<file path="src/rtl/itc_port_pkg.sv">
package itc_port_pkg;
  localparam logic [3:0] VIEW_RAW     = 4'd0;
  localparam logic [3:0] VIEW_EF_WAIT = 4'd2;
  localparam logic [3:0] VIEW_EF_POLL = 4'd3;
  localparam logic [3:0] VIEW_PV_WAIT = 4'd4;
  localparam logic [3:0] VIEW_PV_POLL = 4'd5;
  localparam logic [3:0] VIEW_CTRL    = 4'd15;

  localparam int VIEW_LSB    = 3;
  localparam int VIEW_W      = 4;
  localparam int ERR_W       = 3;
  localparam int ERR_EXEC    = 0;
  localparam int ERR_PARITY  = 1;
  localparam int ERR_BUS     = 2;
  localparam int GRAIN_LSB   = 8;
  localparam int GRAIN_W     = 3;
  localparam int COUNT_LSB   = 16;
  localparam int STRIDE_BASE = 7;

  typedef enum logic [1:0] {
    ACC_CELL    = 2'd0,
    ACC_CTRL    = 2'd1,
    ACC_BUSERR  = 2'd2,
    ACC_BADVIEW = 2'd3
  } acc_kind_e;

  function automatic logic is_cell_view(input logic [3:0] v);
    return (v == VIEW_RAW) || (v == VIEW_EF_WAIT) || (v == VIEW_EF_POLL) ||
           (v == VIEW_PV_WAIT) || (v == VIEW_PV_POLL);
  endfunction
endpackage

</file>
<file path="src/rtl/itc_view_decode.sv">
module itc_view_decode
  import itc_port_pkg::*;
(
  input  logic [3:0]  bytes,
  input  logic [3:0]  view,
  output acc_kind_e   kind
);
  logic sub_word;
  assign sub_word = (bytes == 4'd1) || (bytes == 4'd2);

  always_comb begin
    if (sub_word)                kind = ACC_BUSERR;
    else if (view == VIEW_CTRL)  kind = ACC_CTRL;
    else if (is_cell_view(view)) kind = ACC_CELL;
    else                         kind = ACC_BADVIEW;
  end
endmodule

</file>
<file path="src/rtl/itc_ctrl_reg.sv">
module itc_ctrl_reg
  import itc_port_pkg::*;
#(
  parameter int DATA_W    = 64,
  parameter int NUM_CELLS = 16
) (
  input  logic                clk,
  input  logic                rst,
  input  logic                wr_en,
  input  logic [DATA_W-1:0]   wdata,
  input  logic                set_bus,
  input  logic                set_exec,
  input  logic                set_parity,
  output logic [DATA_W-1:0]   ctrl_word,
  output logic [GRAIN_W-1:0]  grain
);
  localparam int CNT_W = $clog2(NUM_CELLS + 1);

  logic [ERR_W-1:0]   err_q, err_clr, err_set;
  logic [GRAIN_W-1:0] grain_q;

  always_comb begin
    err_clr = wr_en ? wdata[ERR_W-1:0] : '0;
    err_set = '0;
    err_set[ERR_BUS]    = set_bus;
    err_set[ERR_EXEC]   = set_exec;
    err_set[ERR_PARITY] = set_parity;
  end

  always_ff @(posedge clk) begin
    if (rst) begin
      err_q   <= '0;
      grain_q <= '0;
    end else begin
      err_q <= (err_q & ~err_clr) | err_set;
      if (wr_en) grain_q <= wdata[GRAIN_LSB +: GRAIN_W];
    end
  end

  always_comb begin
    ctrl_word = '0;
    ctrl_word[ERR_W-1:0] = err_q;
    ctrl_word[GRAIN_LSB +: GRAIN_W] = grain_q;
    ctrl_word[COUNT_LSB +: CNT_W] = CNT_W'(NUM_CELLS);
  end
  assign grain = grain_q;

  p_sticky_bus_r2: assert property (@(posedge clk) disable iff (rst)
    set_bus |=> err_q[ERR_BUS]);
  p_w1c_exec_r4: assert property (@(posedge clk) disable iff (rst)
    (wr_en && wdata[ERR_EXEC] && !set_exec) |=> !err_q[ERR_EXEC]);
  p_zero_keeps_r4: assert property (@(posedge clk) disable iff (rst)
    (err_q[ERR_PARITY] && !(wr_en && wdata[ERR_PARITY])) |=> err_q[ERR_PARITY]);
  p_grain_hold_r5: assert property (@(posedge clk) disable iff (rst)
    !wr_en |=> $stable(grain_q));
  p_grain_load_r5: assert property (@(posedge clk) disable iff (rst)
    wr_en |=> grain_q == $past(wdata[GRAIN_LSB +: GRAIN_W]));
  p_set_wins_r10: assert property (@(posedge clk) disable iff (rst)
    set_exec |=> err_q[ERR_EXEC]);
endmodule

</file>
<file path="src/rtl/itc_cell_index.sv">
module itc_cell_index
  import itc_port_pkg::*;
#(
  parameter int ADDR_W    = 24,
  parameter int NUM_CELLS = 16
) (
  input  logic                 clk,
  input  logic                 rst,
  input  logic                 fire,
  input  logic [ADDR_W-1:0]    addr,
  input  logic [GRAIN_W-1:0]   grain,
  output logic [NUM_CELLS-1:0] sel
);
  localparam int IDX_W = (NUM_CELLS > 1) ? $clog2(NUM_CELLS) : 1;

  logic [ADDR_W-1:0]    shifted;
  logic [IDX_W-1:0]     idx;
  logic [NUM_CELLS-1:0] sel_d, sel_q;

  assign shifted = addr >> (STRIDE_BASE + int'(grain));
  assign idx     = shifted[IDX_W-1:0];

  for (genvar g = 0; g < NUM_CELLS; g++) begin : g_dec
    assign sel_d[g] = fire && (idx == IDX_W'(g));
  end

  always_ff @(posedge clk) begin
    if (rst) sel_q <= '0;
    else     sel_q <= sel_d;
  end
  assign sel = sel_q;

  p_onehot_r6: assert property (@(posedge clk) disable iff (rst)
    $onehot0(sel_q));
  p_fire_hits_r6: assert property (@(posedge clk) disable iff (rst)
    fire |=> $countones(sel_q) == 1);
endmodule

</file>
<file path="src/rtl/itc_ctl_port.sv">
module itc_ctl_port
  import itc_port_pkg::*;
#(
  parameter int ADDR_W    = 24,
  parameter int DATA_W    = 64,
  parameter int NUM_CELLS = 16
) (
  input  logic                 clk,
  input  logic                 rst,
  input  logic                 req_valid,
  input  logic                 req_write,
  input  logic [ADDR_W-1:0]    req_addr,
  input  logic [3:0]           req_bytes,
  input  logic [DATA_W-1:0]    req_wdata,
  output logic                 rsp_valid,
  output logic [DATA_W-1:0]    rsp_rdata,
  output logic                 rsp_buserr,
  output logic                 rsp_badview,
  output logic [NUM_CELLS-1:0] cell_sel,
  output logic [3:0]           cell_view,
  output logic                 cell_we,
  output logic [DATA_W-1:0]    cell_wdata,
  input  logic [DATA_W-1:0]    cell_rdata,
  input  logic                 cell_err_exec,
  input  logic                 cell_err_parity
);
  acc_kind_e            kind, s1_kind;
  logic [VIEW_W-1:0]    view;
  logic [DATA_W-1:0]    ctrl_word, s1_snap;
  logic [GRAIN_W-1:0]   grain;
  logic                 s1_valid, s1_write;
  logic                 ctrl_wr, bus_hit, cell_fire;

  assign view      = req_addr[VIEW_LSB +: VIEW_W];
  assign ctrl_wr   = req_valid && req_write && (kind == ACC_CTRL);
  assign bus_hit   = req_valid && (kind == ACC_BUSERR);
  assign cell_fire = req_valid && (kind == ACC_CELL);

  itc_view_decode u_dec (
    .bytes (req_bytes),
    .view  (view),
    .kind  (kind)
  );

  itc_ctrl_reg #(.DATA_W(DATA_W), .NUM_CELLS(NUM_CELLS)) u_ctrl (
    .clk        (clk),
    .rst        (rst),
    .wr_en      (ctrl_wr),
    .wdata      (req_wdata),
    .set_bus    (bus_hit),
    .set_exec   (cell_err_exec),
    .set_parity (cell_err_parity),
    .ctrl_word  (ctrl_word),
    .grain      (grain)
  );

  itc_cell_index #(.ADDR_W(ADDR_W), .NUM_CELLS(NUM_CELLS)) u_idx (
    .clk   (clk),
    .rst   (rst),
    .fire  (cell_fire),
    .addr  (req_addr),
    .grain (grain),
    .sel   (cell_sel)
  );

  always_ff @(posedge clk) begin
    if (rst) begin
      s1_valid   <= 1'b0;
      s1_kind    <= ACC_CELL;
      s1_write   <= 1'b0;
      s1_snap    <= '0;
      cell_view  <= '0;
      cell_we    <= 1'b0;
      cell_wdata <= '0;
    end else begin
      s1_valid <= req_valid;
      if (req_valid) begin
        s1_kind    <= kind;
        s1_write   <= req_write;
        s1_snap    <= ctrl_word;
        cell_view  <= view;
        cell_we    <= req_write && (kind == ACC_CELL);
        cell_wdata <= req_wdata;
      end
    end
  end

  always_ff @(posedge clk) begin
    if (rst) begin
      rsp_valid   <= 1'b0;
      rsp_rdata   <= '0;
      rsp_buserr  <= 1'b0;
      rsp_badview <= 1'b0;
    end else begin
      rsp_valid   <= s1_valid;
      rsp_buserr  <= s1_valid && (s1_kind == ACC_BUSERR);
      rsp_badview <= s1_valid && (s1_kind == ACC_BADVIEW);
      rsp_rdata   <= '0;
      if (s1_valid && !s1_write) begin
        case (s1_kind)
          ACC_CELL:    rsp_rdata <= cell_rdata;
          ACC_CTRL:    rsp_rdata <= s1_snap;
          ACC_BADVIEW: rsp_rdata <= '1;
          default:     rsp_rdata <= '0;
        endcase
      end
    end
  end

  p_one_rsp_r9: assert property (@(posedge clk) disable iff (rst)
    s1_valid |=> rsp_valid);
  p_no_spurious_r9: assert property (@(posedge clk) disable iff (rst)
    !s1_valid |=> !rsp_valid);
  p_buserr_quiet_r2: assert property (@(posedge clk) disable iff (rst)
    bus_hit |=> cell_sel == '0);
  p_badview_quiet_r8: assert property (@(posedge clk) disable iff (rst)
    (req_valid && kind == ACC_BADVIEW) |=> cell_sel == '0);
  p_flags_excl_r8: assert property (@(posedge clk) disable iff (rst)
    rsp_badview |-> !rsp_buserr);
endmodule

</file>
<file path="config.mk">
export PLATFORM = sky130hd
export DESIGN_NAME = itc_ctl_port
export DESIGN_NICKNAME = d
export VERILOG_FILES = /design/src/rtl/itc_port_pkg.sv /design/src/rtl/itc_view_decode.sv /design/src/rtl/itc_ctrl_reg.sv /design/src/rtl/itc_cell_index.sv /design/src/rtl/itc_ctl_port.sv
export SDC_FILE = /design/constraint.sdc
export NUM_CORES = 1
export LEC_CHECK = 0
export ABC_AREA = 1
export BUFFER_PORTS_ARGS = -buffer_cell sky130_fd_sc_hd__buf_2
export CAP_MARGIN = 20
export CORE_ASPECT_RATIO = 1.1
export CORE_MARGIN = 4
export CORE_UTILIZATION = 45
export CTS_BUF_LIST = sky130_fd_sc_hd__clkbuf_8
export DETAILED_ROUTE_END_ITERATION = 7
export PLACE_DENSITY = 0.8
export SYNTH_ARGS = -nofsm -noshare
export SYNTH_HDL_FRONTEND = slang
export SYNTH_SLANG_ARGS = --single-unit
</file>
<file path="constraint.sdc">
create_clock -name clk -period 1.75 [get_ports clk]
set_clock_uncertainty 0.1 [all_clocks]
set_input_delay 0 -clock clk [delete_from_list [all_inputs] [get_ports clk]]
set_output_delay 0 -clock clk [all_outputs]
set_load 0.05 [all_outputs]
</file>
Yosys cells after proc, flatten, opt, wreduce, memory -nomap -nowiden
Cells that the tools add are included.

cells by class
  add/subtract/negate cells = 1
  equal/unequal tests = 27
  shift operators = 1
  mux-type cells = 5
  bitwise gates (word level) = 4
  reductions and logical operators = 35

operators by type and width
  cell                                           number
  case mux 64 bit (3 select lines)               1
  == test 4 bit, second input constant           9
  right shift 24 x 32 -> 4 bit                   1
  == test 4 x 3 -> 1 bit, second input constant  6
  logical AND 1 bit                              24
  == test 4 x 2 -> 1 bit, second input constant  5
  == test 4 x 1 -> 1 bit, second input constant  2
  zero test 4 bit                                2
  == test 2 bit, second input constant           3
  2-to-1 mux 2 bit                               3
  logical OR 1 bit                               5
  adder 3 x 3 -> 4 bit, first input constant     1
  == test 2 x 1 -> 1 bit, second input constant  2
  zero test 2 bit                                2
  AND 3 bit                                      1
  2-to-1 mux 3 bit                               1
  inverter 3 bit                                 1
  OR 3 bit                                       1
  OR reduction 2 bit                             1
  zero test 1 bit                                1
  inverter 1 bit                                 1

storage, ports and cells
  bits in registers = 169
  word-level logic and storage cells = 87

Longest topological paths before layout
  depth after elaboration = 14
  gate-level depth with buffers = 10
  gate-level depth less buffers = 9

Cells and area by module
A second synthesis with hierarchy kept.

second synthesis, totals
  cells, all modules = 1127
  area, all modules = 8750.9 µm²

by module, submodules not included
  module           instances  cells an instance  area each (µm²)  sequential area each (µm²)
  itc_ctl_port     1          891                7154.4           4083.9
  itc_cell_index   1          130                859.6            320.3
  itc_ctrl_reg     1          91                 675.6            120.1
  itc_view_decode  1          15                 61.3             0.0

Worst setup path before layout
OpenSTA, ideal clock, no wires.

  kind = reg2reg
  from = register s1_kind[1]
  to = register rsp_rdata[29]
  library setup time = 0.123 ns
  data arrival time = 1.048 ns
  slack = 0.479 ns
  stages on the path, launching flop included = 6
  path through = dfxtp_1 buf_2 nand2_1 buf_4 buf_2 a21oi_2

between the ends
  word-level cells in the longest chain between the ends = 2

ends and longest elaborated chain
  what                                   RTL line             source
  start, declared                        itc_ctl_port.sv:27   acc_kind_e kind, s1_kind;
  start signal, assigned                 itc_ctl_port.sv:78   s1_kind <= kind;
  == test 2 bit (tied with other cells)  itc_ctl_port.sv:100  case (s1_kind)
  case mux 64 bit (3 select lines) (*)   itc_ctl_port.sv:100
  end signal, assigned                   itc_ctl_port.sv:101  ACC_CELL: rsp_rdata <= cell_rdata;
  end signal, assigned                   itc_ctl_port.sv:102  ACC_CTRL: rsp_rdata <= s1_snap;
  end, declared                          itc_ctl_port.sv:16   output logic [DATA_W-1:0] rsp_rdata,

Mark *: on every way between the ends. The rest lies on a longest branch, timed or not.
A chain may end at the register's enable or synchronous reset.

==> results.md <==
* Via count at just under 7000
* Peak Freq at 0.584 GHz
* Syn_nets at 905
* Max cap viols at 0
* Tot Pwr at 0.00916 W
* Core Rows at 44
* Sequential share of the synthesized area at 0.542
* WP depth at 6
* GRT Util Overall at 0.274
* Synth area leader: dfxtp_1
* Reg2reg end: rsp_rdata[38]
* Avg Vias per Cell at 4.95
* Remaining DRCs at 0
* Critical R2R Launch: s1_valid
* Final WL at 22.6 mm
* Synth top area share at 0.542
* Hold Path Origin: req_addr[7]
* Worst slew pin tran at 1.04 ns
* Reg2reg path depth at 3
* Global routing's busiest layer: met2
* Clock latency on the worst-skew pair at ~0.44 ns
* Final-report hold violation count at 0
* Static leakage at 4.78 nW
* Setup bufs post-CTS at 0
* EDFF count, synth at 0
* DRT iter0 DRCs at 503
* Worst Setup SP: req_write
* Status: completed
* Initial core utilization at 0.467
* Die Wd at between 100 and 150 um
* Critical path's slowest cell: dlygate4sd3_1
* RSZ-0062 raised after global routing: false
* Port bufs at 304
* Yosys warns at 0
* Layout cells sized above 1 at 0.356
* Final setup TNS at 0 ns
* Post-synth top cells: dfxtp_1 (169), nor2_1 (166), nand2_1 (128), o21ai_0 (86), a21oi_2 (60)
* Antenna violations before repair at 2
* Worst path bufs/invs at 4
* I/O pins at 314
* Clk slew on worst S/H paths at 0.09 ns
* Chip Height at 132 um
* Fin. max-slew vios at 0
* Nets at between 1000 and 1500
* Met3 usage at 0.101
* Core Box Area at around 13000 sq um
* Wirelength per Cell at between 15 and 20 um
* Worst hold path class: in -> reg
* R2R Setup Slk at ~0.20 ns
* Post-Syn Instances at 743
* Final setup fails at 0
* Hold Path Cell Cnt at 8
* Layout area overhead at 57.6%
* Worst Path Max Fanout at 2
* GR Overflow Total at 0
* VDD IR max at 0.624 mV
* Delay of the slowest critical-path stage at 0.58 ns
* GP Congestion at 0.826
* Top FF cell, synth: dfxtp_1
* Final hold slack at 0.0288 ns
* Post-DP Area at 7770 sq um
* Synth Register Bits at 169
* Final Cycle Share at 0.978
* CP Capture Type: flop
* Met1 Usage GRT at 0.302
* Sink Count at 169
* TritonCTS clock tree: done
* Pin count of the biggest net entering global routing at 80
* Cell variety after synth at 27
* Cts bufs inserted at 17
* Startpoint Class: input port
* CP Class: in -> reg
* Relative slew slack at 0.306
* Crit path cell chain: dlygate4sd3_1 -> buf_2 -> nand2_1 -> dlygate4sd3_1 -> a21oi_1 -> dlygate4sd3_1
* Synth async-reset ratio at 0
* Met2 usage at 0.484
* Drt first pass iters at 5
* Root Buffer: clkbuf_8
* First-pass GRT wire length at 35.0 mm
* H-tree levels at 4
* Fin crit period at roughly 1.7 ns
* Critical path's top delay family: buffers and inverters
* Top cell by count, worst path: dlygate4sd3_1
* Max Root-Sink Buffers at 2
* CP endpoint: s1_write
* Vias in the first global route at around 6900
* Post-route cell area at 9840 sq um
* Die area at between 15000 and 20000 sq um
* Post-Syn Area at 6250 sq um
* Critical Path RT at 2.04 ns
* Final ANT Viol Nets at 0
* Total power per unit cell area at 931 nW/um^2
* Worst Path Arrival at 2.00 ns
* Dpl hpwl at 12.8 mm
* Syn_area_per_cell at ~8.4 sq um
* Most numerous cell in the Yosys netlist: dfxtp_1
* Synth area leaders: dfxtp_1 (54%), nor2_1 (10%), a21oi_2 (8.4%)
final cells by class:
cell class                      instances  area (sq um)
Clock buffer                           19           262
Tap cell                              184           230
Timing Repair Buffer                  470          3230
Fill cell                             918          3530
Multi-Input combinational cell        504          2450
Clock inverter                         13           214
Inverter                               19          76.3
Sequential cell                       169          3380
Antenna cell                            2          5.00
timing repair:
item | CTS | global route
gates resized for setup | 0 | 1
endpoints found under the hold margin | 150 | 2
hold buffers | 155 | 3
endpoints found under the setup margin | 0 | 3
report_power, final:
| group | internal, W | switching, W |
|---|---|---|
| Combinational | 0.000634 | 0.00116 |
| Clock | 0.00180 | 0.00147 |
| Sequential | 0.00401 | 0.0000907 |
metrics by stage:
| stage | setup WS, ns | utilization | cells |
|---|---|---|---|
| floorplan | 0.479 | - | 743 |
| global placement | 0.162 | 0.581 | 1187 |
| detailed placement | 0.149 | 0.581 | 1187 |
| CTS | 0.0806 | 0.732 | 1374 |
| global route | 0.0133 | 0.736 | 1380 |
| finish | 0.0385 | 0.736 | 1380 |
cell families after synthesis:
logic type	synth area share
and+or+nand+nor	0.221
DFF	0.542
AOI/OAI and AO/OA	0.168
buffers and inverters	0.0695
state kept, by name, indices dropped and copies added, names as in the netlist, 2 cells and up:
name	count
rsp_rdata	64
cell_wdata	64
s1_snap	7
u_idx.sel	16
u_ctrl.err_q	3
cell_view	4
u_ctrl.grain	3
s1_kind	2
placed cells by master, fill, tap and decap left out:
| master | n |
|---|---|
| nor2_2 | 1 |
| nor2_4 | 2 |
| nand2_1 | 127 |
| nor2_1 | 166 |
| nand3_2 | 5 |
| inv_6 | 4 |
| bufinv_16 | 5 |
| nand3_1 | 26 |
| clkinv_2 | 1 |
| a21oi_2 | 60 |
| o21ai_0 | 86 |
| clkbuf_8 | 19 |
| inv_2 | 3 |
| clkinvlp_4 | 2 |
| nand4_1 | 3 |
| nor3_1 | 1 |
| buf_12 | 5 |
| o22ai_1 | 1 |
| nand2_2 | 5 |
| dfxtp_1 | 169 |
| or2_4 | 1 |
| nand2_4 | 2 |
| clkinv_4 | 2 |
| inv_1 | 14 |
| buf_2 | 304 |
| dlygate4sd3_1 | 158 |
| or2_2 | 1 |
| a21oi_1 | 17 |
| diode_2 | 2 |
| buf_4 | 3 |
| clkinv_1 | 1 |
routing by layer:
| layer | up-vias | wire length (um) |
|---|---|---|
| li1 | 3266 | - |
| met4 | 0 | 626 |
| met3 | 45 | 2220 |
| met5 | - | 0 |
| met1 | 3153 | 8460 |
| met2 | 364 | 11300 |
worst min-delay path by stage:
stage / end / slack (ns)
6_report: u_idx.sel[14] / 0.03
5_1_grt: s1_kind[1] / 0.04
4_1_cts: u_idx.sel[6] / 0.008
3_5_place_dp: u_ctrl.err_q[1] / 0.13
3_3_place_gp: u_ctrl.err_q[1] / 0.11
2_1_floorplan: u_ctrl.err_q[0] / 0.02
worst min-delay path, delay by kind of cell:
kind          cells  cell delay (ns)
buf+inv           1             0.08
simple gates      7             0.46
No activity file was read; power rests on OpenSTA's default activity.
